### config.mk
export PLATFORM = sky130hd
export DESIGN_NAME = snoop_line_responder
export DESIGN_NICKNAME = d
export VERILOG_FILES = /design/src/rtl/snp_pkg.sv /design/src/rtl/snp_tag_copy.sv /design/src/rtl/snp_line_store.sv /design/src/rtl/snp_xition.sv /design/src/rtl/snoop_line_responder.sv
export SDC_FILE = /design/constraint.sdc
export NUM_CORES = 2
export LEC_CHECK = 0
export CAP_MARGIN = 20
export CELL_PAD_IN_SITES_DETAIL_PLACEMENT = 0
export CELL_PAD_IN_SITES_GLOBAL_PLACEMENT = 1
export CORE_MARGIN = 5
export CORE_UTILIZATION = 56
export DETAILED_ROUTE_END_ITERATION = 12
export DONT_BUFFER_PORTS = 1
export PLACE_DENSITY_LB_ADDON = 0.1
export REMOVE_ABC_BUFFERS = 1
export SYNTH_ARGS = -nofsm -noshare
export SYNTH_HDL_FRONTEND = slang
export SYNTH_SLANG_ARGS = --single-unit
### constraint.sdc
create_clock -name clk -period 7.5 [get_ports clk]
set_clock_uncertainty 0.1 [all_clocks]
set_input_delay 1.875 -clock clk [delete_from_list [all_inputs] [get_ports clk]]
set_output_delay 1.875 -clock clk [all_outputs]
set_load 0.05 [all_outputs]
### src/rtl/snp_pkg.sv
package snp_pkg;

    // MESI line state encoding
    typedef enum logic [1:0] {
        LS_INV = 2'd0,
        LS_SHR = 2'd1,
        LS_EXC = 2'd2,
        LS_MOD = 2'd3
    } line_st_t;

    // Intervention command encoding
    typedef enum logic [2:0] {
        IC_OWN_RD    = 3'd0,
        IC_SHR_RD    = 3'd1,
        IC_UPGRADE   = 3'd2,
        IC_COPY_BACK = 3'd3,
        IC_PURGE     = 3'd4,
        IC_IO_INJECT = 3'd5,
        IC_IO_REMOVE = 3'd6,
        IC_PROBE     = 3'd7
    } iv_cmd_t;

    // Reply classification
    typedef enum logic [1:0] {
        RC_MISS  = 2'd0,
        RC_CLEAN = 2'd1,
        RC_DIRTY = 2'd2
    } rsp_code_t;

endpackage

### src/rtl/snp_tag_copy.sv
// One copy of the direct-mapped tag and state array.
// Two write ports (core fill and snoop state update), one async read port.
module snp_tag_copy
    import snp_pkg::*;
#(
    parameter int IDX_W = 4,
    parameter int TAG_W = 8
) (
    input  logic             clk,
    input  logic             rst_n,
    input  logic             fill_we,
    input  logic [IDX_W-1:0] fill_idx,
    input  logic [TAG_W-1:0] fill_tag,
    input  logic [1:0]       fill_st,
    input  logic             snp_we,
    input  logic [IDX_W-1:0] snp_idx,
    input  logic [1:0]       snp_st,
    input  logic [IDX_W-1:0] rd_idx,
    output logic [TAG_W-1:0] rd_tag,
    output logic [1:0]       rd_st
);
    localparam int LINES = 1 << IDX_W;

    logic [TAG_W-1:0] tag_q [LINES];
    logic [1:0]       st_q  [LINES];

    always_ff @(posedge clk or negedge rst_n) begin
        if (!rst_n) begin
            for (int i = 0; i < LINES; i++) begin
                tag_q[i] <= '0;
                st_q[i]  <= LS_INV;
            end
        end else begin
            if (fill_we) begin
                tag_q[fill_idx] <= fill_tag;
                st_q[fill_idx]  <= fill_st;
            end
            if (snp_we) begin
                st_q[snp_idx] <= snp_st;
            end
        end
    end

    assign rd_tag = tag_q[rd_idx];
    assign rd_st  = st_q[rd_idx];

endmodule

### src/rtl/snp_line_store.sv
// Line data array: core fill write, async whole-line read for the snoop side.
module snp_line_store #(
    parameter int IDX_W  = 4,
    parameter int LINE_W = 128
) (
    input  logic              clk,
    input  logic              we,
    input  logic [IDX_W-1:0]  wr_idx,
    input  logic [LINE_W-1:0] wr_line,
    input  logic [IDX_W-1:0]  rd_idx,
    output logic [LINE_W-1:0] rd_line
);
    localparam int LINES = 1 << IDX_W;

    logic [LINE_W-1:0] mem_q [LINES];

    always_ff @(posedge clk) begin
        if (we) begin
            mem_q[wr_idx] <= wr_line;
        end
    end

    assign rd_line = mem_q[rd_idx];

endmodule

### src/rtl/snp_xition.sv
// Combinational MESI transition chosen by intervention command.
module snp_xition
    import snp_pkg::*;
(
    input  logic [2:0] cmd_i,
    input  logic       hit_i,
    input  logic [1:0] prior_i,
    output logic [1:0] next_o,
    output logic       change_o,
    output logic       data_o,
    output logic [1:0] code_o
);
    line_st_t prior;
    line_st_t nxt;
    iv_cmd_t  cmd;

    always_comb begin
        prior  = line_st_t'(prior_i);
        cmd    = iv_cmd_t'(cmd_i);
        nxt    = prior;
        data_o = 1'b0;
        if (hit_i) begin
            unique case (cmd)
                IC_OWN_RD: begin
                    nxt    = LS_INV;
                    data_o = (prior == LS_MOD);
                end
                IC_SHR_RD: begin
                    nxt    = LS_SHR;
                    data_o = 1'b1;
                end
                IC_UPGRADE: begin
                    nxt = LS_INV;
                end
                IC_COPY_BACK: begin
                    if (prior == LS_MOD) begin
                        nxt    = LS_SHR;
                        data_o = 1'b1;
                    end
                end
                IC_PURGE, IC_IO_INJECT, IC_IO_REMOVE: begin
                    nxt = LS_INV;
                end
                IC_PROBE: begin
                    nxt = prior;
                end
            endcase
        end
        next_o   = nxt;
        change_o = hit_i && (nxt != prior);
        if (!hit_i) begin
            code_o = RC_MISS;
        end else if (prior == LS_MOD) begin
            code_o = RC_DIRTY;
        end else begin
            code_o = RC_CLEAN;
        end
    end

endmodule

### src/rtl/snoop_line_responder.sv
module snoop_line_responder
    import snp_pkg::*;
#(
    parameter int IDX_W  = 4,
    parameter int TAG_W  = 8,
    parameter int BEAT_W = 32,
    parameter int BEATS  = 4
) (
    input  logic                      clk,
    input  logic                      rst_n,
    input  logic                      cpu_wr_en,
    input  logic [IDX_W-1:0]          cpu_wr_idx,
    input  logic [TAG_W-1:0]          cpu_wr_tag,
    input  logic [1:0]                cpu_wr_state,
    input  logic [BEATS*BEAT_W-1:0]   cpu_wr_line,
    input  logic [IDX_W-1:0]          cpu_rd_idx,
    output logic [TAG_W-1:0]          cpu_rd_tag,
    output logic [1:0]                cpu_rd_state,
    input  logic                      iv_valid,
    output logic                      iv_ready,
    input  logic [2:0]                iv_cmd,
    input  logic [TAG_W+IDX_W-1:0]    iv_addr,
    output logic                      rsp_valid,
    output logic [1:0]                rsp_code,
    output logic [1:0]                rsp_state,
    output logic                      rsp_has_data,
    output logic                      dat_valid,
    output logic [BEAT_W-1:0]         dat_beat,
    output logic                      dat_last
);
    localparam int ADDR_W   = TAG_W + IDX_W;
    localparam int LINE_W   = BEATS * BEAT_W;
    localparam int BCW      = (BEATS > 1) ? $clog2(BEATS) : 1;
    localparam int N_COPIES = 2;
    localparam int CPU_COPY = 0;
    localparam int SNP_COPY = 1;

    typedef enum logic [1:0] {
        ST_IDLE,
        ST_LOOKUP,
        ST_REPLY,
        ST_BEATS
    } fsm_t;

    fsm_t st_q;
    fsm_t st_d;

    logic [2:0]        cmd_q;
    logic [ADDR_W-1:0] addr_q;
    logic [1:0]        code_q;
    logic [1:0]        prior_q;
    logic              dflag_q;
    logic [LINE_W-1:0] line_q;
    logic [BCW-1:0]    beat_q;

    logic [IDX_W-1:0]  lk_idx;
    logic [TAG_W-1:0]  lk_tag;
    logic              lk_hit;
    logic [1:0]        lk_next;
    logic [1:0]        lk_code;
    logic              lk_change;
    logic              lk_data;
    logic              snp_we;
    logic              fill_ok;
    logic [LINE_W-1:0] rd_line;
    logic              last_beat;

    logic [TAG_W-1:0]  copy_tag    [N_COPIES];
    logic [1:0]        copy_st     [N_COPIES];
    logic [IDX_W-1:0]  copy_rd_idx [N_COPIES];

    // ---------------------------------------------------------------
    // Lookup against the snoop-side tag copy
    // ---------------------------------------------------------------
    assign lk_idx = addr_q[IDX_W-1:0];
    assign lk_tag = addr_q[ADDR_W-1:IDX_W];
    assign lk_hit = (copy_st[SNP_COPY] != LS_INV) && (copy_tag[SNP_COPY] == lk_tag);

    snp_xition u_xition (
        .cmd_i    (cmd_q),
        .hit_i    (lk_hit),
        .prior_i  (copy_st[SNP_COPY]),
        .next_o   (lk_next),
        .change_o (lk_change),
        .data_o   (lk_data),
        .code_o   (lk_code)
    );

    // Snoop state write happens on the lookup edge; it wins an index clash.
    assign snp_we  = (st_q == ST_LOOKUP) && lk_change;
    assign fill_ok = cpu_wr_en && !(snp_we && (cpu_wr_idx == lk_idx));

    // ---------------------------------------------------------------
    // Duplicated tag arrays: one read port each, identical writes
    // ---------------------------------------------------------------
    assign copy_rd_idx[CPU_COPY] = cpu_rd_idx;
    assign copy_rd_idx[SNP_COPY] = lk_idx;

    for (genvar c = 0; c < N_COPIES; c++) begin : g_copy
        snp_tag_copy #(
            .IDX_W (IDX_W),
            .TAG_W (TAG_W)
        ) u_tags (
            .clk      (clk),
            .rst_n    (rst_n),
            .fill_we  (fill_ok),
            .fill_idx (cpu_wr_idx),
            .fill_tag (cpu_wr_tag),
            .fill_st  (cpu_wr_state),
            .snp_we   (snp_we),
            .snp_idx  (lk_idx),
            .snp_st   (lk_next),
            .rd_idx   (copy_rd_idx[c]),
            .rd_tag   (copy_tag[c]),
            .rd_st    (copy_st[c])
        );
    end

    assign cpu_rd_tag   = copy_tag[CPU_COPY];
    assign cpu_rd_state = copy_st[CPU_COPY];

    snp_line_store #(
        .IDX_W  (IDX_W),
        .LINE_W (LINE_W)
    ) u_data (
        .clk     (clk),
        .we      (fill_ok),
        .wr_idx  (cpu_wr_idx),
        .wr_line (cpu_wr_line),
        .rd_idx  (lk_idx),
        .rd_line (rd_line)
    );

    // ---------------------------------------------------------------
    // Sequencer
    // ---------------------------------------------------------------
    assign last_beat = (beat_q == BCW'(BEATS - 1));

    always_ff @(posedge clk or negedge rst_n) begin
        if (!rst_n) begin
            st_q <= ST_IDLE;
        end else begin
            st_q <= st_d;
        end
    end

    always_comb begin
        st_d = st_q;
        unique case (st_q)
            ST_IDLE:   if (iv_valid) st_d = ST_LOOKUP;
            ST_LOOKUP: st_d = ST_REPLY;
            ST_REPLY:  st_d = dflag_q ? ST_BEATS : ST_IDLE;
            ST_BEATS:  if (last_beat) st_d = ST_IDLE;
        endcase
    end

    always_ff @(posedge clk or negedge rst_n) begin
        if (!rst_n) begin
            cmd_q   <= '0;
            addr_q  <= '0;
            code_q  <= RC_MISS;
            prior_q <= LS_INV;
            dflag_q <= 1'b0;
            line_q  <= '0;
            beat_q  <= '0;
        end else begin
            unique case (st_q)
                ST_IDLE: begin
                    if (iv_valid) begin
                        cmd_q  <= iv_cmd;
                        addr_q <= iv_addr;
                    end
                end
                ST_LOOKUP: begin
                    code_q  <= lk_code;
                    prior_q <= lk_hit ? copy_st[SNP_COPY] : LS_INV;
                    dflag_q <= lk_data;
                    line_q  <= rd_line;
                end
                ST_REPLY: begin
                    beat_q <= '0;
                end
                ST_BEATS: begin
                    beat_q <= beat_q + 1'b1;
                end
            endcase
        end
    end

    always_comb begin
        iv_ready     = 1'b0;
        rsp_valid    = 1'b0;
        dat_valid    = 1'b0;
        dat_last     = 1'b0;
        rsp_code     = code_q;
        rsp_state    = prior_q;
        rsp_has_data = dflag_q;
        dat_beat     = line_q[beat_q*BEAT_W +: BEAT_W];
        unique case (st_q)
            ST_IDLE:   iv_ready = 1'b1;
            ST_LOOKUP: iv_ready = 1'b0;
            ST_REPLY:  rsp_valid = 1'b1;
            ST_BEATS: begin
                dat_valid = 1'b1;
                dat_last  = last_beat;
            end
        endcase
    end

endmodule

# After elaboration in Yosys (flattened, before gate mapping)
# Memory sizes are Yosys's and may differ from the RTL's. A register that Yosys moved wholly into a read port is not among the register bits.
# Index checks and enable logic that the tools add are counted.
[word_totals] reg_bits=344 mem_bits_rw=2048 input_bits=165 output_inout_bits=51 word_cells=163 n_memories=1
[classes] addsub=1 order_cmp=5 n_eq_ne=17 shift=1 n_mux=48 n_bitwise=3 n_reduce_logical=16
[memory_table] memory="u_data.mem_q" words=16 word_bits=128 read_ports=1 rd_ports_with_merged_regs=1 write_ports=1 line="snp_line_store.sv:15" text="logic [LINE_W-1:0] mem_q [LINES];"
[op_table] op="128-bit bitwise mux" count=2
[op_table] op="32-bit bitwise mux" count=4
[op_table] op="32-bit 2-to-1 mux" count=4
[op_table] op="128-bit by 8-bit indexed part select with 32-bit output" count=1
[op_table] op="8-bit binary-select mux with 4-bit select" count=2
[op_table] op="8-bit 2-to-1 mux" count=5
[op_table] op="8-bit demux with 4-bit select" count=1
[op_table] op="2-bit 2-to-1 mux" count=14
[op_table] op="2-bit binary-select mux with 4-bit select" count=2
[op_table] op="2-bit demux with 4-bit select" count=2
[op_table] op="2-bit case mux with 4 select lines" count=2
[op_table] op="5-bit >= comparator, second input constant" count=3
[op_table] op="4-bit NOT with 5-bit output" count=3
[op_table] op="3-bit equality test, second input constant" count=4
[op_table] op="5-bit by 1-bit less-than comparator with 1-bit output, second input constant" count=2
[op_table] op="2-bit equality test, second input constant" count=4
[op_table] op="8-bit equality test" count=1
[op_table] op="1-bit 2-to-1 mux" count=8
[op_table] op="1-bit logical AND" count=7
[op_table] op="3-bit by 2-bit equality test with 1-bit output, second input constant" count=2
[op_table] op="5-bit OR reduction" count=1
[op_table] op="4-bit equality test" count=1
[op_table] op="2-bit != test, second input constant" count=2
[op_table] op="2-bit case mux with 2 select lines" count=1
[op_table] op="10 further kinds" count=13

# Depth between registers and ports, before layout
[logic_depth] depth_word=17 ltp_mapped=13 mapped_depth_nobuf=9

# Modules after synthesis
# From an unflattened synthesis, not the netlist that was laid out.
[hier_totals] hier_cells=4851 hier_area_um2=99673.1
[modules_own_cells] mod="snp_line_store" n_inst=1 cells_per_inst=3229 area_per_inst_um2=76882.5 seq_area_each_um2=61499.0
[modules_own_cells] mod="snp_tag_copy" n_inst=2 cells_per_inst=604 area_per_inst_um2=7931.4 seq_area_each_um2=4003.8
[modules_own_cells] mod="snoop_line_responder" n_inst=1 cells_per_inst=396 area_per_inst_um2=6819.0 seq_area_each_um2=3803.6
[modules_own_cells] mod="snp_xition" n_inst=1 cells_per_inst=18 area_per_inst_um2=108.9 seq_area_each_um2=0.0

# Worst setup path after synthesis
# OpenSTA, ideal clock, no wires.
[synth_timing] path_kind="input to register" start="input cpu_wr_idx[0]" end="memory u_data.mem_q[0][0], enable pin" setup_ns=0.481 arrival_time_ns=5.577 required_ns=6.919 setup_slack_ns=1.341 stages=8 path_buffers=2 path_cell_list="clkbuf_1 > xor2_1 > nor3_1 > nor4b_1 > nand4_2 > nand4_1 > buf_4 > inv_1"
[synth_via] elab_chain_cells=6
[synth_lines] element="start, declared" line="snoop_line_responder.sv:12" text="input logic [IDX_W-1:0] cpu_wr_idx,"
[synth_lines] element="4-bit equality test" line="snoop_line_responder.sv:91" text="assign fill_ok = cpu_wr_en && !(snp_we && (cpu_wr_idx == lk_idx));"
[synth_lines] element="1-bit logical AND" line="snoop_line_responder.sv:91"
[synth_lines] element="1-bit zero test" line="snoop_line_responder.sv:91"
[synth_lines] element="1-bit logical AND" line="snoop_line_responder.sv:91"
[synth_lines] element="1-bit 2-to-1 mux" line="snp_line_store.sv:18" text="if (we) begin"
[synth_lines] element="1-bit 2-to-1 mux (implied by the code)" line="snp_line_store.sv:19" text="mem_q[wr_idx] <= wr_line;"
[synth_lines] element="end, declared" line="snp_line_store.sv:15"
# Several ways; a longest one is shown, not always the timed one.

# Worst setup path after layout
[layout_timing] start="register addr_q[0]" end="memory u_data.mem_q[4][81], enable pin"
[layout_via] elab_chain_cells=16 word_cells_on_any_way=23 classes_between="4 x eq/ne; 11 x mux; 1 x bitwise; 7 x reduce/logical"
[layout_lines] element="start, declared" line="snoop_line_responder.sv:49" text="logic [ADDR_W-1:0] addr_q;"
[layout_lines] element="start signal, assigned" line="snoop_line_responder.sv:171" text="addr_q <= iv_addr;"
[layout_lines] element="4-bit NOT with 5-bit output (implied by the code)" line="snp_tag_copy.sv:44, snp_tag_copy.sv:45"
[layout_lines] element="2-bit binary-select mux with 4-bit select" line="snp_tag_copy.sv:45" text="assign rd_st = st_q[rd_idx];"
[layout_lines] element="2-bit 2-to-1 mux (implied by the code) (2 in a row)" line="snp_tag_copy.sv:45"
[layout_lines] element="2-bit equality test" line="snp_xition.sv:36" text="if (prior == LS_MOD) begin"
[layout_lines] element="2-bit 2-to-1 mux" line="snp_xition.sv:36"
[layout_lines] element="2-bit case mux with 4 select lines" line="snp_xition.sv:23" text="unique case (cmd)"
[layout_lines] element="2-bit 2-to-1 mux" line="snp_xition.sv:22" text="if (hit_i) begin"
[layout_lines] element="2-bit != test" line="snp_xition.sv:50" text="change_o = hit_i && (nxt != prior);"
[layout_lines] element="1-bit logical AND" line="snp_xition.sv:50"
[layout_lines] element="1-bit logical AND" line="snoop_line_responder.sv:90" text="assign snp_we = (st_q == ST_LOOKUP) && lk_change;"
[layout_lines] element="1-bit logical AND (*)" line="snoop_line_responder.sv:91"
[layout_lines] element="1-bit zero test (*)" line="snoop_line_responder.sv:91"
[layout_lines] element="1-bit logical AND (*)" line="snoop_line_responder.sv:91"
[layout_lines] element="1-bit 2-to-1 mux (*)" line="snp_line_store.sv:18"
[layout_lines] element="1-bit 2-to-1 mux (implied by the code) (*)" line="snp_line_store.sv:19"
# Mark *: on every way between the ends. The rest lies on a longest branch, timed or not. The select of a mux whose other input is x is not followed.

==> results_dict.tcl <==
set metrics [dict create \
    run_status "complete, no violations" \
    detail_route.wirelength.met1_um 91400 \
    floorplan.rows 150 \
    yosysUniqueCellTypes 57 \
    setup_repair_after_global_routing_missed_its_margin "false" \
    boundaryPins 216 \
    wl_per_cell_um 32.2 \
    timing.setup.critical_path_class "reg -> reg" \
    worstPathArrival_ns 5.97 \
    setup_violations 0 \
    die_x_um 419 \
    track_usage_pct 25.3 \
    max-cap-violations 0 \
    design.die.area_mm2 0.176 \
    gp_routability_congestion 0.830 \
    ctsRootBufferMaster "sky130_fd_sc_hd__clkbuf_16" \
    floorplan.core_area_mm2 0.167 \
    cts.repair.resized 0 \
    drcViolationCount 0 \
    dr.max_layer_used "met4" \
    min_from "line_q[92]" \
    initialDrtViolationCount 4382 \
    setup-tns-final_ns 0 \
    cp-end-kind "flop" \
    total_gr_overflow 0 \
    numPlacedInstances 6328 \
    synth_top_flop_cell "sky130_fd_sc_hd__edfxtp_1" \
    number_of_flops_mapped_to_enable_cells_by_yosys 2048 \
    final-max-slew-violation-count 0 \
    via_per_inst 6.42 \
    yosys_warnings 0 \
    starting_density_pct 56.2 \
    met3_length_um 15900 \
    fp.dieH_um 419 \
    drt_pass1_iterations 5 \
    post_cts_hold_buffer_count 0 \
    worst-r2r-setup-slack_ns 1.93 \
    worst_r2r_path_depth 9 \
    post_synth.cell_area_avg_um2 21.8 \
    wire_length_of_the_first_global_routing_pass_um 320000 \
    worst_pin_slew_ns 1.13 \
    timing.max_slew.rel_slack_pct 24.9 \
    initial_antenna_violation_count 6 \
    timing.critical_path.fanout_max 83 \
    p_leak_nw 34.7 \
    synth.yosys.seq_area_share_pct 74.8 \
    place_hpwl_um 116000 \
    met2RoutedLength_um 106000 \
    maxClockFrequency_mhz 179 \
    cts_max_level 4 \
    tritoncts "yes" \
    syn-cell-area_mm2 0.0937 \
    launch_point_of_the_worst_reg_to_reg_path "addr_q[0]" \
    total_cts_buffers 234 \
    holdPathStages 2 \
    vias_after_detailed_routing 43500 \
    grt_max_degree 345 \
    synth-async-reset-ratio_pct 14.4 \
    post-route-period-util_pct 74.3 \
    final_layout_size_suffix_gt1_share_pct 29.0 \
    first_global_vias 45100 \
    power.ir.vdd_worst_v 0.000278 \
    cts.sinks 2392 \
    synth_cells 4292 \
    critical_path.startpoint_type "flop" \
    port_buffers 0 \
    hold_viol 0 \
    min-delay-path-class "reg -> reg" \
    final.min_clock_period_ns 5.57 \
    data_required_critical_path_ns 7.90 \
    post-cts-setup-buffer-count 0 \
    hold-path-endpoint "line_q[92]" \
    max-clock-path-buffers 3 \
    cellPowerDensity_mw_per_mm2 363 \
    net_count_of_the_finished_layout 4527 \
    routed_wl_um 218000 \
    worst_skew_pair.late_latency_ns 0.84 \
    clkSlewWorstSetupHoldPaths_ns 0.06 \
    layout.cells.non_filler 6773 \
    layout_overhead_on_the_synthesized_area_pct 10.9 \
    ys_ff_latch 2392 \
    drtAntennaViolNets 0 \
    r2r_end "u_data.mem_q[4][81]" \
]
## sequential cells by signal, summed over array words and instances (netlist names), 2 cells and up
name,count
line_q,128
rsp_state,2
u_data.mem_q,2048
g_copy.u_tags.tag_q,128
addr_q,12
st_q,2
cmd_q,3
rsp_code,2
beat_q,2
g_copy.u_tags.st_q,64
## report_power, final
group	internal (mW)	switching, mW
clock network	6.79	4.86
registers	15.3	0.893
logic	4.79	5.03
## per-layer routing
layer  global-route usage [%]  vias up
met5                        0        -
met4                     6.31        0
met3                     5.10      290
met2                     39.6     1636
met1                     37.5    23700
li1                         -    17900
## cells in the mapped netlist, types with 6 or more instances
library cell | n | area, um2
sky130_fd_sc_hd__buf_2 | 56 | 280
sky130_fd_sc_hd__dfrtp_1 | 344 | 8610
sky130_fd_sc_hd__mux2_2 | 110 | 1240
sky130_fd_sc_hd__inv_1 | 18 | 67.6
sky130_fd_sc_hd__mux4_2 | 753 | 17000
sky130_fd_sc_hd__nor3_1 | 10 | 50.1
sky130_fd_sc_hd__nand2_1 | 418 | 1570
sky130_fd_sc_hd__and3_1 | 6 | 37.5
sky130_fd_sc_hd__mux2_1 | 37 | 417
sky130_fd_sc_hd__nand2b_1 | 8 | 50.1
sky130_fd_sc_hd__a211oi_1 | 32 | 240
sky130_fd_sc_hd__a22oi_1 | 11 | 82.6
sky130_fd_sc_hd__nand4_1 | 7 | 43.8
sky130_fd_sc_hd__edfxtp_1 | 2048 | 61500
sky130_fd_sc_hd__buf_4 | 17 | 128
sky130_fd_sc_hd__nor2b_1 | 9 | 56.3
sky130_fd_sc_hd__nand3_1 | 8 | 40.0
sky130_fd_sc_hd__xor2_1 | 6 | 52.6
sky130_fd_sc_hd__buf_1 | 19 | 71.3
sky130_fd_sc_hd__o21ai_0 | 6 | 30.0
sky130_fd_sc_hd__a21oi_1 | 40 | 200
sky130_fd_sc_hd__nor2_1 | 51 | 191
sky130_fd_sc_hd__and2_1 | 6 | 37.5
sky130_fd_sc_hd__clkbuf_1 | 149 | 559
sky130_fd_sc_hd__mux2i_1 | 58 | 581
sky130_fd_sc_hd__nor3_2 | 10 | 100
## cells in the final DEF (no fill, tap or decap), drive strengths merged, types with 3 or more instances in the layout
master and count:
edfxtp 2048, mux4 753, nand2 419, dfrtp 344, clkbuf 333, mux2 147
clkinv 82, buf 77, mux2i 58, nor2 51, a21oi 40, a211oi 33
bufinv 21, inv 21, nor3 20, a22oi 11, nand4 11, nor2b 9
nand2b 8, nand3 8, nor4 8, o21ai 7, and2 6, xor2 6
and3 6, xnor2 5, nand3b 4, clkinvlp 4, a21o 3, nor4b 3
## kinds of logic (layout without fill, tap and decap cells)
logic type,Yosys count,count (layout),share of synthesized area (%)
AO/OA/AOI/OAI,106,106,0.756
XOR/XNOR,11,11,0.103
adder cells (fa/ha/maj),2,2,0.0240
buffers and inverters,263,538,1.22
flip-flops,2392,2392,74.8
multiplexers,958,958,20.5
other,0,2,0
AND/OR/NAND/NOR,560,560,2.59
## stage by stage
step / hold slack, ns / setup slack [ns] / area [um2] / power (mW) / utilization, %
final: 0.370 / 1.93 / 104000 / 37.7 / 62.3
after global routing: 0.383 / 1.67 / 104000 / 39.3 / 62.3
after CTS: 0.371 / 1.88 / 104000 / 38.1 / 62.3
after detailed placement: 0.357 / 1.89 / 96200 / 26.5 / 57.7
after global placement: 0.352 / 1.90 / 96200 / 26.4 / 57.7
after floorplan: 0.340 / -20.46 / 92600 / 24.3 / -
## worst max-delay path by stage
stage                          from                   end  slack (ns)  depth (start not counted)
after floorplan           addr_q[0]   u_data.mem_q[10][0]      -20.46                          8
after global placement    addr_q[0]  u_data.mem_q[13][44]        1.90                          9
after detailed placement  addr_q[0]  u_data.mem_q[13][44]        1.89                          9
after CTS                 addr_q[0]  u_data.mem_q[13][81]        1.88                          9
after global routing      addr_q[0]   u_data.mem_q[5][82]        1.67                          9
final                     addr_q[0]   u_data.mem_q[4][81]        1.93                          9
## final cells by class
cell class / count / area [um2]
multi-input cells: 1637 / 22500
flip-flops and latches: 2392 / 70100
inverters: 19 / 191
clock inverters: 109 / 1100
diodes: 2 / 5.00
clock buffers: 333 / 6570
fillers: 11400 / 62900
repair buffers: 77 / 698
well taps: 2204 / 2760
## critical path, stage by stage (launching register included)
cell and delay (ns):
sky130_fd_sc_hd__dfrtp_4 0.99, sky130_fd_sc_hd__mux4_2 0.60, sky130_fd_sc_hd__a22oi_1 0.40, sky130_fd_sc_hd__nand2_1 0.24
sky130_fd_sc_hd__o31ai_2 0.40, sky130_fd_sc_hd__nor3_1 0.10, sky130_fd_sc_hd__nand4_2 0.22, sky130_fd_sc_hd__nand4_2 0.61
sky130_fd_sc_hd__inv_8 0.90, sky130_fd_sc_hd__buf_4 0.44
Power figures use the tool's default switching activity.
